$ cat src/rtl/srs_pkg.sv
package srs_pkg;
  typedef enum logic [1:0] {
    ST_IDLE  = 2'd0,
    ST_SEL   = 2'd1,
    ST_COPY  = 2'd2,
    ST_SHIFT = 2'd3
  } srs_state_e;
endpackage

$ cat src/rtl/srs_ctrl.sv
module srs_ctrl
  import srs_pkg::*;
(
  input  logic       clk,
  input  logic       rst_n,
  input  logic       start,
  input  logic       cnt_zero,
  output srs_state_e state_q,
  output logic       accept,
  output logic       done_q
);
  srs_state_e state_d;

  assign accept = start && (state_q == ST_IDLE);

  always_comb begin
    state_d = state_q;
    unique case (state_q)
      ST_IDLE:  if (start) state_d = ST_SEL;
      ST_SEL:   state_d = ST_COPY;
      ST_COPY:  state_d = ST_SHIFT;
      ST_SHIFT: if (cnt_zero) state_d = ST_IDLE;
      default:  state_d = ST_IDLE;
    endcase
  end

  always_ff @(posedge clk) begin
    if (!rst_n) begin
      state_q <= ST_IDLE;
      done_q  <= 1'b0;
    end else begin
      state_q <= state_d;
      done_q  <= (state_q == ST_SHIFT) && cnt_zero;
    end
  end


  done_single_chk: assert property (@(posedge clk) disable iff (!rst_n)
    done_q |=> !done_q);


  busy_ignore_chk: assert property (@(posedge clk) disable iff (!rst_n)
    (state_q != ST_IDLE) |=> (state_q != ST_SEL));
endmodule

$ cat src/rtl/srs_count.sv
module srs_count
  import srs_pkg::*;
#(
  parameter int CNT_W = 5
) (
  input  logic             clk,
  input  logic             rst_n,
  input  srs_state_e       state_q,
  input  logic             accept,
  input  logic [CNT_W-1:0] imm_cnt,
  input  logic [CNT_W-1:0] alt_cnt,
  output logic             cnt_zero
);
  logic [CNT_W-1:0] n_q;
  logic [CNT_W-1:0] alt_q;

  assign cnt_zero = (n_q == '0);

  always_ff @(posedge clk) begin
    if (!rst_n) begin
      n_q   <= '0;
      alt_q <= '0;
    end else begin
      if (accept) begin
        n_q   <= imm_cnt;
        alt_q <= alt_cnt;
      end else if (state_q == ST_SEL) begin
        if (cnt_zero) n_q <= alt_q;
      end else if (state_q == ST_SHIFT && !cnt_zero) begin
        n_q <= n_q - CNT_W'(1);
      end
    end
  end


  fallback_load_chk: assert property (@(posedge clk) disable iff (!rst_n)
    (state_q == ST_SEL && cnt_zero) |=> (n_q == $past(alt_q)));


  countdown_chk: assert property (@(posedge clk) disable iff (!rst_n)
    (state_q == ST_SHIFT && !cnt_zero) |=> (n_q == $past(n_q) - CNT_W'(1)));
endmodule

$ cat src/rtl/srs_datapath.sv
module srs_datapath
  import srs_pkg::*;
#(
  parameter int DATA_W = 32
) (
  input  logic              clk,
  input  logic              rst_n,
  input  srs_state_e        state_q,
  input  logic              accept,
  input  logic              cnt_zero,
  input  logic [DATA_W-1:0] operand,
  output logic [DATA_W-1:0] result_q
);
  logic [DATA_W-1:0] opnd_q;
  logic [DATA_W-1:0] work_q;
  logic [DATA_W-1:0] step_v;
  logic              shift_en;

  assign shift_en = (state_q == ST_SHIFT) && !cnt_zero;

  for (genvar i = 0; i < DATA_W; i++) begin : g_step
    if (i == DATA_W - 1) begin : g_top
      assign step_v[i] = 1'b0;
    end else begin : g_mid
      assign step_v[i] = work_q[i+1];
    end
  end

  always_ff @(posedge clk) begin
    if (!rst_n) begin
      opnd_q   <= '0;
      work_q   <= '0;
      result_q <= '0;
    end else begin
      if (accept) opnd_q <= operand;
      if (state_q == ST_COPY) work_q <= opnd_q;
      else if (shift_en)      work_q <= step_v;
      if (state_q == ST_SHIFT && cnt_zero) result_q <= work_q;
    end
  end


  zero_fill_chk: assert property (@(posedge clk) disable iff (!rst_n)
    shift_en |=> (work_q == {1'b0, $past(work_q[DATA_W-1:1])}));
endmodule

$ cat src/rtl/serial_rshift_unit.sv
module serial_rshift_unit
  import srs_pkg::*;
#(
  parameter int DATA_W = 32,
  localparam int CNT_W = $clog2(DATA_W)
) (
  input  logic              clk,
  input  logic              rst_n,
  input  logic              start,
  input  logic [CNT_W-1:0]  imm_cnt,
  input  logic [DATA_W-1:0] cnt_reg,
  input  logic [DATA_W-1:0] operand,
  output logic [DATA_W-1:0] result,
  output logic              done
);
  srs_state_e state_q;
  logic       accept;
  logic       cnt_zero;
  logic       unused_cnt_hi;

  assign unused_cnt_hi = ^cnt_reg[DATA_W-1:CNT_W];

  srs_ctrl u_ctrl (
    .clk      (clk),
    .rst_n    (rst_n),
    .start    (start),
    .cnt_zero (cnt_zero),
    .state_q  (state_q),
    .accept   (accept),
    .done_q   (done)
  );

  srs_count #(.CNT_W(CNT_W)) u_count (
    .clk      (clk),
    .rst_n    (rst_n),
    .state_q  (state_q),
    .accept   (accept),
    .imm_cnt  (imm_cnt),
    .alt_cnt  (cnt_reg[CNT_W-1:0]),
    .cnt_zero (cnt_zero)
  );

  srs_datapath #(.DATA_W(DATA_W)) u_dp (
    .clk      (clk),
    .rst_n    (rst_n),
    .state_q  (state_q),
    .accept   (accept),
    .cnt_zero (cnt_zero),
    .operand  (operand),
    .result_q (result)
  );


  result_hold_chk: assert property (@(posedge clk) disable iff (!rst_n)
    !done |-> $stable(result));
endmodule

$ cat config.mk
export PLATFORM = sky130hd
export DESIGN_NAME = serial_rshift_unit
export DESIGN_NICKNAME = d
export VERILOG_FILES = /design/src/rtl/srs_pkg.sv /design/src/rtl/srs_ctrl.sv /design/src/rtl/srs_count.sv /design/src/rtl/srs_datapath.sv /design/src/rtl/serial_rshift_unit.sv
export SDC_FILE = /design/constraint.sdc
export NUM_CORES = 1
export LEC_CHECK = 0
export ABC_AREA = 1
export BUFFER_PORTS_ARGS = -buffer_cell sky130_fd_sc_hd__buf_2
export CAP_MARGIN = 25
export CORE_MARGIN = 4
export CORE_UTILIZATION = 53
export CTS_CLUSTER_SIZE = 30
export DETAILED_ROUTE_END_ITERATION = 16
export PLACE_DENSITY = 0.79
export SLEW_MARGIN = 10
export SYNTH_ARGS = -nofsm -noshare
export SYNTH_HDL_FRONTEND = slang
export SYNTH_SLANG_ARGS = --single-unit
$ cat constraint.sdc
create_clock -name clk -period 1.7 [get_ports clk]
set_input_delay 0.255 -clock clk [delete_from_list [all_inputs] [get_ports clk]]
set_output_delay 0.255 -clock clk [all_outputs]
set_load 0.02 [all_outputs]
==> After elaboration in Yosys (flattened, before gate mapping) <==
Cells that the tools add are included.
{ "word_totals": {"register_bits": 109, "latch_bits": 0, "ramBits": 0, "mem_bits_ro": 0, "out_inout_bits": 33, "wordCells": 33, "n_memories": 0} }
{ "op_classes": {"add_sub_neg": 1, "multipliers": 0, "n_div": 0, "magnitude_cmp": 0, "n_eq_ne": 6, "n_shift": 0, "muxes": 9, "bitwise": 0, "n_reduce_logical": 10} }
{ "op_table": {"columns": ["cell", "n"], "rows": [
  ["32-bit 2-to-1 mux", 2],
  ["5-bit 2-to-1 mux", 4],
  ["2-bit case mux with 4 select lines", 1],
  ["5-bit zero test", 1],
  ["5-bit by 1-bit subtractor with 5-bit output, second input constant", 1],
  ["2-bit equality test, second input constant", 2],
  ["2-bit 2-to-1 mux", 2],
  ["2-bit != test, second input constant", 2],
  ["2-bit AND reduction", 2],
  ["1-bit logical AND", 3],
  ["3-bit != test, second input constant", 1],
  ["3-bit nonzero test", 1],
  ["2-bit by 1-bit equality test with 1-bit output, second input constant", 1],
  ["2-bit zero test", 1],
  ["2-bit nonzero test", 1],
  ["1-bit zero test", 1]
]} }

==> Longest topological paths before layout <==
{ "logic_depth": {"ltp_word": 6, "mapped_depth": 10, "ltp_nobuf": 10} }

==> Hierarchy <==
Synthesis repeated with hierarchy kept, for this count alone.
{ "hier_totals": {"hier_cells": 683, "area_unflattened_um2": 4687.0} }
{ "modules_own_cells": {"columns": ["mod", "instances", "cells_per_inst", "area_each_um2", "seq_area_each_um2"], "rows": [
  ["srs_datapath", 1, 552, 3812.4, 1921.8],
  ["srs_count", 1, 104, 679.4, 200.2],
  ["srs_ctrl", 1, 27, 195.2, 60.1]
]} }

==> Least setup slack after synthesis <==
OpenSTA, ideal clock, no wires.
{ "synth_path": {"kind": "reg2reg", "from": "reg u_ctrl.state_q[0]", "to": "reg u_dp.work_q[9]", "arrival_time_ns": 1.276, "setup_slack_ns": 0.295, "path_stages_with_launch": 9, "period_less_slack_ns": 1.405, "path_cell_list": "dfxtp_1 -> inv_1 -> ha_1 -> buf_2 -> inv_1 -> nand2_4 -> buf_2 -> o21ai_1 -> nor2_1"} }
{ "synth_between": {"elab_chain_len": 3, "elab_cells_between_ends": 5, "cone_classes": "eq/ne (2); mux (1); reduce/logical (2)"} }
{ "synth_lines": {"columns": ["item", "line_no", "source"], "rows": [
  ["start, declared", "srs_ctrl.sv:8", "output srs_state_e state_q,"],
  ["start signal, assigned", "srs_ctrl.sv:32", "state_q <= state_d;"],
  ["2-bit equality test", "srs_datapath.sv:19", "assign shift_en = (state_q == ST_SHIFT) && !cnt_zero;"],
  ["1-bit logical AND", "srs_datapath.sv:19", null],
  ["2-bit nonzero test (no line)", null, null],
  ["end signal, assigned", "srs_datapath.sv:36", "if (state_q == ST_COPY) work_q <= opnd_q;"],
  ["end signal, assigned", "srs_datapath.sv:37", "else if (shift_en) work_q <= step_v;"],
  ["end, declared", "srs_datapath.sv:15", "logic [DATA_W-1:0] work_q;"]
]} }
Several ways; a longest one is shown, not always the timed one.
A chain may end at the register's enable or synchronous reset.

==> Final worst setup path <==
{ "layout_path": {"from": "reg u_count.n_q[0]", "to": "reg u_dp.work_q[0]"} }
{ "layout_between": {"elab_chain_len": 4} }
{ "layout_lines": {"columns": ["item", "line_no", "source"], "rows": [
  ["start, declared", "srs_count.sv:14", "logic [CNT_W-1:0] n_q;"],
  ["start signal, assigned", "srs_count.sv:25", "n_q <= imm_cnt;"],
  ["start signal, assigned", "srs_count.sv:28", "if (cnt_zero) n_q <= alt_q;"],
  ["start signal, assigned", "srs_count.sv:30", "n_q <= n_q - CNT_W'(1);"],
  ["5-bit zero test", "srs_count.sv:17", "assign cnt_zero = (n_q == '0);"],
  ["1-bit zero test", "srs_datapath.sv:19", null],
  ["1-bit logical AND", "srs_datapath.sv:19", null],
  ["2-bit nonzero test (no line)", null, null]
]} }
No other way between the ends.

==> out/results.ini <==
[logic_synthesis]
ys_ff_latch=109
yosysUniqueCellTypes=26
synth.area.top_cells=dfxtp_1 48%, nor2_1 17%, a21oi_1 6.9%, o21ai_0 5.3%, nand2_1 5.1%
yosysWarnings=0
synth_top_area_share_pct=48.08
synth_area_um2=4538
yosysSeqAreaShare_pct=48.08
syn_inst=634
syn_nets=712
post-synth-top-area-cell=dfxtp_1
syn_avg_cell_area_um2=7.158

[clock_tree]
cts_root_buf=clkbuf_8
cts.sinks=109
path_clk_slew_ns=0.11
cts_buffer_depth=2
cts_hold_buf=0
ctsHtreeMaxLevel=3
clkLatencyLatePin_ns=0.36
cts_tree=built
cts-buffers-inserted=9

[timing]
min_period_ns=1.591
post-route-period-util_pct=93.60
final.setup_skew_ns=0.01317
timing.setup.tns_ns=0
report.final.setup_viol=0
finalHoldViolCount=0
rsz0062_at_grt=false
whs_ns=0.1313
max-slew-margin-rel_pct=77.78
clock.fmax_ghz=0.6285
tightest_slew_ns=0.3332
slew_viol_final=0
fin_ws_ns=0.1088

[worst_setup_path]
r2r-end=u_dp.work_q[0]
rr_worst_depth=8
r2r_slack_ns=0.11
crit_required_ns=1.96
critPathLaunchType=flop
r2r-start=u_count.n_q[0]
cp.arrival_ns=1.85
critical_path.max_fanout=34
worstSetupEndpointType=flop
critPathKind=flop to flop

[finish]
drive_gt1_share_pct=17.78
fin_cells=808
n_antenna_cell=0
final_nets=777
nFillCells=775
area_growth_pct=14.94

[detailed_routing]
initialDrtViolationCount=143
wirelength_mm=9.728
drt_pass1_iterations=4
num_vias=4056
routed_via_density=5.020
drc=0
wl_per_cell_um=12.04
ant_nets=0

[grt]
busiest_layer=met2
grt_use_met1_pct=25.02
grt_pass1_vias=3856
overflow=0
antenna_found_initial=0
grtUsageMet3_pct=3.668
grt_max_degree=66
grt_pass1_wl_mm=16.56
grt_util_all_layers_pct=20.01
use_met2_pct=34.15

[outcome]
outcome=finished clean

[die]
core_um2=8258
fp.dieH_um=100.5
pin_count=105
die_w_um=100.5
die_area_um2=10110
start_util_pct=54.95
rows=33

[place]
place_inst=791
io_buffers=77
pre_cts_slack_ns=0.02689
place.gp.congestion=0.8650
hpwl_mm=6.602

[hold_path]
hold_path.class=input pin to flop
whs_path_depth=3
hp-start=operand[9]
holdPathEnd=u_dp.opnd_q[9]

[power]
ir_drop_mv=0.7392
p_per_area_nw_per_um2=1649
p_leak_nw=2.322

[run]
max_cap_violations=0

[sequential cells by signal, summed over array words and instances, names as in the netlist]
name and flops:
u_dp.opnd_q 32, u_dp.result_q 32, u_dp.work_q 32, u_count.alt_q 5
u_count.n_q 5, u_ctrl.state_q 2, u_ctrl.done_q 1
[cells in the final DEF, fill, tap and decap left out, types with 9 or more instances in the layout]
cell	count
dfxtp_1	108
a21oi_1	63
nand2_1	62
nor2_1	204
buf_2	78
o21ai_1	29
o21ai_0	48
clkbuf_8	9
buf_4	10
inv_1	45
[critical path: stages (launching register included)]
cell	delay, ns
dfxtp_1	0.31
inv_1	0.13
ha_2	0.26
nand3_2	0.13
nand2_2	0.15
nand2_4	0.09
buf_12	0.17
o21ai_0	0.18
nor2_1	0.06
[cells in the mapped netlist (all sizes together)]
library cell  instances
a31oi                 1
nor2                205
ha                    6
xnor2                 1
dfxtp               109
or2                   2
nor3                  2
clkinv                1
a21oi                64
nand3b                1
clkbuf               18
buf                  21
nand2                65
nand4                 2
inv                  48
o21ai                77
nand3                11
[kinds of logic (layout without fill, tap and decap cells)]
group                    after synthesis  count (layout)  synth area share (%)
AO/OA/AOI/OAI                        142             142                 15.77
XOR/XNOR                               1               1                0.1930
flip-flops                           109             109                 48.08
AND/OR/NAND/NOR                      288             288                 25.14
adder cells (fa/ha/maj)                6               6                 1.654
buffers and inverters                 88             157                 9.154
[area by class of cell]
type	instances	area [µm²]	area share [%]
flip-flops and latches	109	2183	41.86
multi-input cells	437	1956	37.49
repair buffers	93	565.5	10.84
inverters	49	187.7	3.598
well taps	105	131.4	2.519
clock buffers	9	123.9	2.375
clock inverters	6	68.82	1.319
[repair_timing]
action                     in CTS  in global routing
buffers inserted                0                  2
resized for setup               0                  5
setup endpoints to repair       0                 41
[where the power goes]
part / total [mW] / switching (mW) / internal, mW
sequential: 3.56 / 0.352 / 3.21
clock: 1.56 / 0.869 / 0.688
combinational: 3.49 / 2.17 / 1.32
total: 8.60 / 3.39 / 5.22
[how the worst max path moves through the flow]
stage | end | slack [ns] | from | depth (start not counted)
floorplan | u_dp.work_q[9] | 0.30 | u_ctrl.state_q[0] | 8
global placement | u_dp.opnd_q[3] | 0.09 | u_ctrl.state_q[0] | 7
detailed placement | u_dp.opnd_q[3] | 0.03 | u_ctrl.state_q[0] | 7
CTS | u_dp.opnd_q[3] | 0.02 | u_ctrl.state_q[0] | 7
global route | u_count.alt_q[0] | 0.002 | u_ctrl.state_q[1] | 8
finish | u_dp.work_q[0] | 0.11 | u_count.n_q[0] | 8
[per-layer routing]
metal | wire length (µm) | vias to the layer above
li1 | - | 2119
met1 | 4377 | 1830
met2 | 4694 | 92
met3 | 521 | 15
met4 | 134 | 0
met5 | 0 | -
[stage by stage]
stage	power (mW)	util (%)	cell area, µm²
floorplan	6.283	-	4538
global placement	6.858	60.47	4994
detailed placement	7.008	60.47	4994
CTS	8.589	62.80	5186
global route	9.360	63.17	5216
finish	8.604	63.17	5216
Note: power is estimated with default switching activity, not from simulation.
